## src/rtl/bank_arb_pkg.sv

```systemverilog
package bank_arb_pkg;

    typedef enum logic [1:0] {
        MODE_READ = 2'b00,
        MODE_BUSY = 2'b01,
        MODE_OVL  = 2'b10
    } bank_mode_e;

    typedef enum logic [2:0] {
        OP_ALG_ENTER = 3'd0,
        OP_OVL_ENTER = 3'd1,
        OP_OVL_EXIT  = 3'd2,
        OP_ALG_DONE  = 3'd3,
        OP_SUSPEND   = 3'd4,
        OP_RESUME    = 3'd5,
        OP_RESET     = 3'd6,
        OP_OVL_PROG  = 3'd7
    } cmd_op_e;

    typedef enum logic [1:0] {
        CLS_ARRAY  = 2'b00,
        CLS_STATUS = 2'b01,
        CLS_OVL    = 2'b10,
        CLS_NONE   = 2'b11
    } rd_class_e;

endpackage

```

## src/rtl/bank_cmd_eval.sv

```systemverilog
module bank_cmd_eval
    import bank_arb_pkg::*;
#(
    parameter int NUM_BANKS = 4,
    parameter int SECT_W    = 4,
    parameter int OFS_W     = 6,
    parameter int RO_LIMIT  = 8,
    localparam int BANK_W   = $clog2(NUM_BANKS)
) (
    input  logic                        cmd_valid,
    input  logic [2:0]                  cmd_op,
    input  logic [BANK_W-1:0]           cmd_bank,
    input  logic [SECT_W-1:0]           cmd_sector,
    input  logic [OFS_W-1:0]            cmd_offset,
    input  logic [NUM_BANKS-1:0][1:0]   mode_q,
    input  logic                        susp_q,
    input  logic [BANK_W-1:0]           susp_bank_q,
    input  logic                        ovl_prog_q,
    input  logic [SECT_W-1:0]           ovl_sect_q,
    output logic [NUM_BANKS-1:0][1:0]   mode_d,
    output logic                        susp_d,
    output logic [BANK_W-1:0]           susp_bank_d,
    output logic                        ovl_prog_d,
    output logic [SECT_W-1:0]           ovl_sect_d,
    output logic                        acc_d,
    output logic                        rej_d,
    output logic                        fail_d
);

    logic [NUM_BANKS-1:0] bank_idle;
    logic                 all_idle;
    logic                 bank_ok;
    logic                 in_ro_area;
    logic [1:0]           cur_mode;

    // One idle flag per bank; the device is free only when all are idle.
    for (genvar gi = 0; gi < NUM_BANKS; gi++) begin : g_idle
        assign bank_idle[gi] = (mode_q[gi] == MODE_READ);
    end

    assign all_idle   = &bank_idle;
    assign bank_ok    = ({1'b0, cmd_bank} < (BANK_W + 1)'(NUM_BANKS));
    assign cur_mode   = bank_ok ? mode_q[cmd_bank] : MODE_READ;
    assign in_ro_area = ({1'b0, cmd_offset} < (OFS_W + 1)'(RO_LIMIT));

    always_comb begin
        mode_d      = mode_q;
        susp_d      = susp_q;
        susp_bank_d = susp_bank_q;
        ovl_prog_d  = ovl_prog_q;
        ovl_sect_d  = ovl_sect_q;
        acc_d       = 1'b0;
        rej_d       = 1'b0;
        fail_d      = 1'b0;
        if (cmd_valid) begin
            if (!bank_ok && cmd_op_e'(cmd_op) != OP_RESET) begin
                rej_d = 1'b1;
            end else begin
                case (cmd_op_e'(cmd_op))
                    OP_ALG_ENTER: begin
                        if (all_idle && !susp_q) begin
                            mode_d[cmd_bank] = MODE_BUSY;
                            ovl_prog_d       = 1'b0;
                            acc_d            = 1'b1;
                        end else begin
                            rej_d = 1'b1;
                        end
                    end
                    OP_OVL_ENTER: begin
                        if (all_idle) begin
                            mode_d[cmd_bank] = MODE_OVL;
                            ovl_sect_d       = cmd_sector;
                            acc_d            = 1'b1;
                        end else begin
                            rej_d = 1'b1;
                        end
                    end
                    OP_OVL_EXIT: begin
                        if (cur_mode == MODE_OVL) begin
                            mode_d[cmd_bank] = MODE_READ;
                            acc_d            = 1'b1;
                        end else begin
                            rej_d = 1'b1;
                        end
                    end
                    OP_ALG_DONE: begin
                        if (cur_mode == MODE_BUSY) begin
                            mode_d[cmd_bank] = ovl_prog_q ? MODE_OVL : MODE_READ;
                            ovl_prog_d       = 1'b0;
                            acc_d            = 1'b1;
                        end else begin
                            rej_d = 1'b1;
                        end
                    end
                    OP_SUSPEND: begin
                        if (cur_mode == MODE_BUSY && !ovl_prog_q) begin
                            mode_d[cmd_bank] = MODE_READ;
                            susp_d           = 1'b1;
                            susp_bank_d      = cmd_bank;
                            acc_d            = 1'b1;
                        end else begin
                            rej_d = 1'b1;
                        end
                    end
                    OP_RESUME: begin
                        if (susp_q && susp_bank_q == cmd_bank && all_idle) begin
                            mode_d[cmd_bank] = MODE_BUSY;
                            susp_d           = 1'b0;
                            acc_d            = 1'b1;
                        end else begin
                            rej_d = 1'b1;
                        end
                    end
                    OP_RESET: begin
                        mode_d     = '0;
                        susp_d     = 1'b0;
                        ovl_prog_d = 1'b0;
                        acc_d      = 1'b1;
                    end
                    OP_OVL_PROG: begin
                        if (cur_mode == MODE_OVL && cmd_sector == ovl_sect_q) begin
                            if (in_ro_area) begin
                                rej_d  = 1'b1;
                                fail_d = 1'b1;
                            end else begin
                                mode_d[cmd_bank] = MODE_BUSY;
                                ovl_prog_d       = 1'b1;
                                acc_d            = 1'b1;
                            end
                        end else begin
                            rej_d = 1'b1;
                        end
                    end
                    default: rej_d = 1'b1;
                endcase
            end
        end
    end

endmodule

```

## src/rtl/bank_read_class.sv

```systemverilog
module bank_read_class
    import bank_arb_pkg::*;
#(
    parameter int NUM_BANKS = 4,
    parameter int SECT_W    = 4,
    localparam int BANK_W   = $clog2(NUM_BANKS)
) (
    input  logic [BANK_W-1:0]           rd_bank,
    input  logic [SECT_W-1:0]           rd_sector,
    input  logic                        rd_status,
    input  logic [NUM_BANKS-1:0][1:0]   mode_q,
    input  logic [SECT_W-1:0]           ovl_sect_q,
    output logic [1:0]                  cls
);

    logic       bank_ok;
    logic [1:0] tgt_mode;

    assign bank_ok  = ({1'b0, rd_bank} < (BANK_W + 1)'(NUM_BANKS));
    assign tgt_mode = bank_ok ? mode_q[rd_bank] : MODE_READ;

    always_comb begin
        case (bank_mode_e'(tgt_mode))
            MODE_BUSY: cls = rd_status ? CLS_STATUS : CLS_NONE;
            MODE_OVL:  cls = (rd_sector == ovl_sect_q) ? CLS_OVL : CLS_ARRAY;
            default:   cls = CLS_ARRAY;
        endcase
        if (!bank_ok) begin
            cls = CLS_NONE;
        end
    end

endmodule

```

## src/rtl/bank_mode_arbiter.sv

```systemverilog
module bank_mode_arbiter
    import bank_arb_pkg::*;
#(
    parameter int NUM_BANKS = 4,
    parameter int SECT_W    = 4,
    parameter int OFS_W     = 6,
    parameter int RO_LIMIT  = 8,
    localparam int BANK_W   = $clog2(NUM_BANKS)
) (
    input  logic                     clk,
    input  logic                     rst_n,
    input  logic                     cmd_valid,
    input  logic [2:0]               cmd_op,
    input  logic [BANK_W-1:0]        cmd_bank,
    input  logic [SECT_W-1:0]        cmd_sector,
    input  logic [OFS_W-1:0]         cmd_offset,
    input  logic                     rd_valid,
    input  logic [BANK_W-1:0]        rd_bank,
    input  logic [SECT_W-1:0]        rd_sector,
    input  logic                     rd_status,
    output logic                     cmd_accept,
    output logic                     cmd_reject,
    output logic                     prog_fail,
    output logic                     rd_class_valid,
    output logic [1:0]               rd_class,
    output logic [2*NUM_BANKS-1:0]   bank_mode_o,
    output logic                     susp_o
);

    typedef struct packed {
        logic [NUM_BANKS-1:0][1:0] mode;
        logic [SECT_W-1:0]         ovl_sect;
        logic                      susp;
        logic [BANK_W-1:0]         susp_bank;
        logic                      ovl_prog;
        logic                      acc;
        logic                      rej;
        logic                      fail;
        logic                      cls_v;
        logic [1:0]                cls;
    } arb_state_t;

    arb_state_t state_d, state_q;

    logic [NUM_BANKS-1:0][1:0] mode_nx;
    logic [SECT_W-1:0]         ovl_sect_nx;
    logic                      susp_nx;
    logic [BANK_W-1:0]         susp_bank_nx;
    logic                      ovl_prog_nx;
    logic                      acc_nx, rej_nx, fail_nx;
    logic [1:0]                cls_nx;

    bank_cmd_eval #(
        .NUM_BANKS (NUM_BANKS),
        .SECT_W    (SECT_W),
        .OFS_W     (OFS_W),
        .RO_LIMIT  (RO_LIMIT)
    ) cmd_eval_i (
        .cmd_valid   (cmd_valid),
        .cmd_op      (cmd_op),
        .cmd_bank    (cmd_bank),
        .cmd_sector  (cmd_sector),
        .cmd_offset  (cmd_offset),
        .mode_q      (state_q.mode),
        .susp_q      (state_q.susp),
        .susp_bank_q (state_q.susp_bank),
        .ovl_prog_q  (state_q.ovl_prog),
        .ovl_sect_q  (state_q.ovl_sect),
        .mode_d      (mode_nx),
        .susp_d      (susp_nx),
        .susp_bank_d (susp_bank_nx),
        .ovl_prog_d  (ovl_prog_nx),
        .ovl_sect_d  (ovl_sect_nx),
        .acc_d       (acc_nx),
        .rej_d       (rej_nx),
        .fail_d      (fail_nx)
    );

    bank_read_class #(
        .NUM_BANKS (NUM_BANKS),
        .SECT_W    (SECT_W)
    ) read_class_i (
        .rd_bank    (rd_bank),
        .rd_sector  (rd_sector),
        .rd_status  (rd_status),
        .mode_q     (state_q.mode),
        .ovl_sect_q (state_q.ovl_sect),
        .cls        (cls_nx)
    );

    always_comb begin
        state_d           = state_q;
        state_d.mode      = mode_nx;
        state_d.ovl_sect  = ovl_sect_nx;
        state_d.susp      = susp_nx;
        state_d.susp_bank = susp_bank_nx;
        state_d.ovl_prog  = ovl_prog_nx;
        state_d.acc       = acc_nx;
        state_d.rej       = rej_nx;
        state_d.fail      = fail_nx;
        state_d.cls_v     = rd_valid;
        state_d.cls       = rd_valid ? cls_nx : CLS_ARRAY;
    end

    always_ff @(posedge clk or negedge rst_n) begin
        if (!rst_n) begin
            state_q <= '0;
        end else begin
            state_q <= state_d;
        end
    end

    assign cmd_accept     = state_q.acc;
    assign cmd_reject     = state_q.rej;
    assign prog_fail      = state_q.fail;
    assign rd_class_valid = state_q.cls_v;
    assign rd_class       = state_q.cls;
    assign bank_mode_o    = state_q.mode;
    assign susp_o         = state_q.susp;

endmodule

```

## config.mk

```make
export PLATFORM = sky130hd
export DESIGN_NAME = bank_mode_arbiter
export DESIGN_NICKNAME = d
export VERILOG_FILES = /design/src/rtl/bank_arb_pkg.sv /design/src/rtl/bank_cmd_eval.sv /design/src/rtl/bank_read_class.sv /design/src/rtl/bank_mode_arbiter.sv
export SDC_FILE = /design/constraint.sdc
export NUM_CORES = 1
export LEC_CHECK = 0
export ABC_CLOCK_PERIOD_IN_PS = 5900
export BUFFER_PORTS_ARGS = -buffer_cell sky130_fd_sc_hd__buf_2
export CAP_MARGIN = 20
export CORE_MARGIN = 2
export CORE_UTILIZATION = 45
export DETAILED_ROUTE_END_ITERATION = 12
export PLACE_DENSITY = 0.71
export SLEW_MARGIN = 20
export SYNTH_ARGS = -nofsm -noshare
export SYNTH_HDL_FRONTEND = slang
export SYNTH_SLANG_ARGS = --single-unit
```

## constraint.sdc

```tcl
create_clock -name clk -period 5.9 [get_ports clk]
set_clock_uncertainty 0.05 [all_clocks]
set_input_delay 0.295 -clock clk [delete_from_list [all_inputs] [get_ports clk]]
set_output_delay 0.295 -clock clk [all_outputs]
set_load 0.03 [all_outputs]
```

==> metrics.md, run 1 <==
| Metric | Value |
|---|---|
| Max-cap violations | `0` |
| TritonRoute pass-1 iters | `4` |
| Routed via count | `1254` |
| Max stage delay cell, worst path | `or4_4` |
| Share of layout cells above drive strength 1 | `0.3146` |
| Placed insts | `between 200 and 250` |
| DR vias/cell | `about 5.9` |
| Height of the die | `59.93 um` |
| Worst slew pin tran | `between 0.5 and 0.6 ns` |
| DRT Wirelength | `3120 um` |
| FF+latch count, synth | `22` |
| First-pass GRT wire length | `5099 um` |
| Period minus WS final | `2.540 ns` |
| Synth Instances | `142` |
| Status | `completed` |
| Multi-input logic area | `slightly above 800 um2` |
| P_sw | `roughly 0.22 mW` |
| Setup_tns | `0 ns` |
| Dpl cell area | `about 1600 um2` |
| Final period util | `0.4305` |
| Die X | `59.93 um` |
| Fmax | `between 300 and 400 MHz` |
| # diodes | `0` |
| Input/output buffers | `37` |
| Detail Route Antenna Nets | `0` |
| DP Wirelength | `2397 um` |
| Core ar. | `3003 um2` |
| Max IR drop VDD | `0.1813 mV` |
| Max Transition Viols Final | `0` |
| Critical path class | `flop to flop` |
| Fill count | `289` |
| Starting DRT DRC Count | `67` |
| Design Area, Final | `1659 um2` |
| Clk root buf | `clkbuf_4` |
| Worst hold path type | `primary input to flop` |
| Gpl congestion | `0.9008` |
| Arrival time worst endpoint | `2.70 ns` |
| Cell Int Power | `0.3650 mW` |
| Slew margin rel. | `0.6594` |
| # rows | `20` |
| Most frequent cells in the layout | `37 x buf_2, 22 x dfrtp_1, 18 x nand2_1` |
| Syn-to-layout area delta | `17.87%` |
| H-tree levels | `1` |
| Post_cts resized | `0` |
| Leakage | `0.7947 nW` |
| Register share of total power | `0.393` |
| GRT overflow | `0` |
| Post-CTS Repair Setup Buffers | `0` |
| Clk Latency, worst-skew pair | `0.32 ns` |
| Post-layout util | `0.5525` |
| Tot Pwr | `approximately 0.6 mW` |
| DRC | `0` |
| Non-filler cells, final | `211` |
| Critical path launch point type | `flop` |
| Power density cells | `353.9 nW/um2` |
| Nets | `207` |
| Full die area | `3592 um2` |
| Post-synth EDFFs | `0` |
| Critical path's largest stage delay | `~0.59 ns` |
| Min setup slack post-route | `3.360 ns` |
| Largest net degree at the start of global routing | `23` |
| Starting density of the core | `0.4687` |
| Sequential fraction of the synthesis area | `0.3911` |
| Setup violators final | `0` |
| Top Ports | `about 40` |
| Gate family responsible for the most delay along the worst path | `simple AND/OR/NAND/NOR gates` |
| Clock power frac | `0.201` |
| Ys async rst share | `1.000` |
| Hold_ws | `0.04645 ns` |
| Synth cell types | `37` |
| Clock sinks | `22` |
| Post-Place Worst Slack | `3.264 ns` |
| Dominant synthesized flop cell | `dfrtp_1` |
| Total GRT Usage | `0.1912` |
| Combinational fraction of design power | `0.406` |
| CP cell instances | `mux4_2, nor4b_1, or4_4, nor3b_4, nand3b_1, o21ai_0` |
| Clock transition at path regs | `0.12 ns` |
| Reg area | `550.5 um2` |
| CP max FO | `7` |
| WP data required | `roughly 6.1 ns` |
| Yosys warnings | `0` |
| Post-CTS Hold Buffers | `1` |
| RSZ-0062 raised after global routing | `false` |
| Syn Std Cell Area | `~1400 um2` |
| Capturing element type of the critical path | `flop` |
| Syn nets | `170` |
| CP bufs+invs | `0` |
| Clock Tree Buf Depth | `2` |
| Vias in the first global route | `about 1100` |
| Final Hold Fails | `0` |
| CTS tree | `built` |
| Initial antenna violation count | `0` |
| Synthesized area per cell | `9.913 um2` |
| Net Sw Frac | `0.3785` |
| Num CTS Buffers | `3` |
| Commonest non-fill, non-tap cell in the layout | `buf_2` |
| DR WL/cell | `14.79 um` |
-- synth_stat cells (2+ instances only) --
library cell   n  share of area
a211oi_1       2          0.011
and2_1         2         0.0089
and2b_1        2          0.011
buf_6          2          0.016
clkbuf_1       4          0.011
dfrtp_1       22           0.39
ha_1           2          0.018
inv_1          4          0.011
mux2_2         6          0.048
mux4_2         4          0.064
nand2_1       18          0.048
nand2b_1       5          0.022
nand3_1        5          0.018
nand3b_1       2          0.011
nand4_1        2         0.0089
nor2_1         8          0.021
nor3_1         2         0.0071
nor4_1         2         0.0089
nor4b_1        3          0.019
o21ai_0       10          0.036
o2bb2ai_1      3          0.019
o31ai_1        5          0.027
or3_1          4          0.018
or4_1          2          0.011
xnor2_1        3          0.019
xor2_1         7          0.044
-- worst paths after layout --
path,from,end,cells past startpoint,slack [ns]
min in group asynchronous,rst_n,state_q[12],2,0.41
max in group asynchronous,rst_n,bank_mode_o[6],2,5.05
worst min register to register,state_q[8],state_q[8],1,0.49
worst max register to register,bank_mode_o[6],bank_mode_o[3],6,3.36
worst max-delay path,bank_mode_o[6],bank_mode_o[3],6,3.36
worst min-delay path,rd_valid,rd_class_valid,1,0.05
-- power by group through the flow --
| stage | clock, mW | sequential (mW) | combinational (mW) |
|---|---|---|---|
| final | 0.118 | 0.231 | 0.238 |
| after global routing | 0.127 | 0.237 | 0.263 |
| after CTS | 0.120 | 0.231 | 0.241 |
| after detailed placement | 0 | 0.234 | 0.239 |
| after global placement | 0 | 0.230 | 0.234 |
| after floorplan | 0 | 0.264 | 0.141 |
-- layer usage --
| layer | share of wire | track usage | wire, um | vias to the layer above |
|---|---|---|---|---|
| li1 | - | - | - | 596 |
| met1 | 0.41 | 0.2473 | 1286 | 586 |
| met2 | 0.49 | 0.3214 | 1537 | 67 |
| met3 | 0.079 | 0.02165 | 247 | 5 |
| met4 | 0.016 | 0.08254 | 49 | 0 |
| met5 | 0 | 0 | 0 | - |
-- cell type report --
class | count | area share
clock buffer | 3 | 0.01357
clock inverter | 1 | 0.01810
inverter | 4 | 0.009050
multi-input combinational | 110 | 0.4849
sequential | 22 | 0.3318
tap | 33 | 0.02489
timing repair buffer | 38 | 0.1176
-- registers in the layout, summed over array words and instances, names as in the netlist --
| register | cells |
|---|---|
| prog_fail | 1 |
| cmd_reject | 1 |
| bank_mode_o | 8 |
| rd_class | 2 |
| state_q | 7 |
| cmd_accept | 1 |
| susp_o | 1 |
| rd_class_valid | 1 |
-- worst reg2reg max path: stages, from the launching register on --
cell and delay [ns]:
dfrtp_1 0.46, mux4_2 0.54, nor4b_1 0.17, or4_4 0.59, nor3b_4 0.29, nand3b_1 0.22
o21ai_0 0.11
-- cell families (layout without fill, tap and decap cells) --
family / count (synthesis) / after routing / share of synthesized area
and+or+nand+nor: 63 / 63 / 0.2578
AOI/OAI and AO/OA: 25 / 25 / 0.1218
muxes: 10 / 10 / 0.1120
DFF: 22 / 22 / 0.3911
buffers and inverters: 10 / 46 / 0.03733
adders and majority gates: 2 / 2 / 0.01777
xor gates and xnor gates: 10 / 10 / 0.06223
No activity file was read; power rests on OpenSTA's default activity.
==> inputs of run 2 (changes only) <==
--- a/config.mk
+++ b/config.mk
@@ -5,7 +5,7 @@
 export SDC_FILE = /design/constraint.sdc
 export NUM_CORES = 1
 export LEC_CHECK = 0
-export ABC_CLOCK_PERIOD_IN_PS = 5900
+export ABC_CLOCK_PERIOD_IN_PS = 2560
 export BUFFER_PORTS_ARGS = -buffer_cell sky130_fd_sc_hd__buf_2
 export CAP_MARGIN = 20
 export CORE_MARGIN = 2
==> constraint.sdc (replaced) <==
create_clock -name clk -period 2.56 [get_ports clk]
set_clock_uncertainty 0.05 [all_clocks]
set_input_delay 0.128 -clock clk [delete_from_list [all_inputs] [get_ports clk]]
set_output_delay 0.128 -clock clk [all_outputs]
set_load 0.03 [all_outputs]
==> run 2 against run 1 <==
Cell count is 3.3% higher. Worst setup slack worse by 3.3 ns. Worst hold slack worse by 0.042 ns. First-iteration DRC count is 13% lower. Via count is 0.88% higher. Count of clock-buffer cells in the layout stayed put. Non-clock buffer count is 7 higher. Wire length is 3.2% higher. Largest cell class unchanged. Largest power group unchanged.
==> metrics.md, run 2 (synthesized netlist as in run 1, its figures left out) <==
| Metric | Value |
|---|---|
| Total GRT Usage | `0.1903` |
| Clock Tree Buf Depth | `2` |
| Starting density of the core | `0.4687` |
| DR WL/cell | `14.77 um` |
| CTS tree | `built` |
| Setup_tns | `0 ns` |
| Period minus WS final | `2.452 ns` |
| Top Ports | `41` |
| # diodes | `0` |
| Most frequent cells in the layout | `37 x buf_2, 22 x dfrtp_1, 18 x nand2_1` |
| TritonRoute pass-1 iters | `4` |
| Syn-to-layout area delta | `21.78%` |
| H-tree levels | `1` |
| First-pass GRT wire length | `5043 um` |
| Largest register FFs | `8` |
| GRT overflow | `0` |
| Critical path launch point type | `flop` |
| # rows | `20` |
| Fill count | `286` |
| Post-layout util | `0.5708` |
| Max-cap violations | `0` |
| RSZ-0062 raised after global routing | `false` |
| Post_cts resized | `0` |
| Clk root buf | `clkbuf_4` |
| Routed via count | `1265` |
| Clk Latency, worst-skew pair | `between 0.3 and 0.4 ns` |
| Hold_ws | `0.004677 ns` |
| DRC | `0` |
| Largest net degree at the start of global routing | `23` |
| Input/output buffers | `37` |
| Capturing element type of the critical path | `flop` |
| Final Hold Fails | `0` |
| Height of the die | `59.93 um` |
| Nets | `214` |
| Starting DRT DRC Count | `58` |
| Die X | `59.93 um` |
| Clock transition at path regs | `0.13 ns` |
| WP data required | `approximately 2.7 ns` |
| Status | `completed` |
| Gpl congestion | `0.8141` |
| Final period util | `0.9577` |
| Max Transition Viols Final | `0` |
| Detail Route Antenna Nets | `0` |
| Worst hold path type | `primary input to flop` |
| DR vias/cell | `5.803` |
| Power density cells | `808.7 nW/um2` |
| DRT Wirelength | `3220 um` |
| Clock sinks | `22` |
| DP Wirelength | `2500 um` |
| Leakage | `about 0.83 nW` |
| Arrival time worst endpoint | `~2.6 ns` |
| Slew margin rel. | `0.6542` |
| Core ar. | `3003 um2` |
| Full die area | `3592 um2` |
| Setup violators final | `0` |
| Worst slew pin tran | `a little over 0.5 ns` |
| CP max FO | `5` |
| Num CTS Buffers | `3` |
| Vias in the first global route | `1138` |
| Max IR drop VDD | `about 0.43 mV` |
| Fmax | `407.9 MHz` |
| Initial antenna violation count | `0` |
| Share of layout cells above drive strength 1 | `0.3351` |
| Critical path class | `flop to flop` |
| Commonest non-fill, non-tap cell in the layout | `buf_2` |
==> run 2: cell type report <==
type / instances / area (um2) / area share
clock buffers: 3 / 22.52 / 0.01314
clock inverters: 1 / 30.03 / 0.01752
inverters: 4 / 15.01 / 0.008759
multi-input cells: 110 / 804.5 / 0.4693
flip-flops and latches: 22 / 550.5 / 0.3212
well taps: 33 / 41.29 / 0.02409
repair buffers: 45 / 250.2 / 0.1460
==> run 2: layer usage <==
| layer | routed length, um | vias up | part of all wire | global-route usage |
|---|---|---|---|---|
| li1 | - | 606 | - | - |
| met3 | 188 | 5 | 0.058 | 0.01948 |
| met2 | 1584 | 50 | 0.49 | 0.3432 |
| met4 | 40 | 0 | 0.012 | 0.06984 |
| met5 | 0 | - | 0 | 0 |
| met1 | 1405 | 604 | 0.44 | 0.2324 |
==> run 2: final timing paths <==
check / slack, ns / cells past startpoint / endpoint / start
worst max-delay path: 0.11 / 6 / cmd_accept / bank_mode_o[7]
worst min-delay path: 0.005 / 3 / prog_fail / cmd_offset[3]
worst max register to register: 0.11 / 6 / cmd_accept / bank_mode_o[7]
worst min register to register: 0.49 / 1 / state_q[8] / state_q[8]
max in group asynchronous: 1.87 / 2 / susp_o / rst_n
min in group asynchronous: 0.24 / 2 / state_q[12] / rst_n
==> run 2: per-stage QoR <==
step	total power [mW]	setup WS, ns	cell area (um2)	cells
floorplan	0.9331	0.1408	1408	142
global placement	1.093	0.09764	1634	211
detailed placement	1.114	0.08010	1634	211
CTS	1.392	0.05092	1707	217
global route	1.476	0.009332	1714	218
finish	1.386	0.1082	1714	218
==> run 2: power by group <==
part	total, mW	internal [mW]	leakage (nW)	switching, mW
Combinational	0.591	0.271	0.512	0.320
Sequential	0.521	0.437	0.289	0.0845
Clock	0.273	0.159	0.0279	0.115
==> run 2: what timing repair did <==
action                                  4_1_cts  5_1_grt
setup buffers                                 0        1
hold buffers                                  2        0
endpoints found under the hold margin        24        0
endpoints found under the setup margin        0        8
==> run 2: critical path, stage by stage (launching register included) <==
cell and delay, ns:
dfrtp_1 0.45, mux4_2 0.54, nor4b_1 0.17, or4_4 0.57, nor3b_4 0.25, buf_4 0.16, and2b_1 0.17
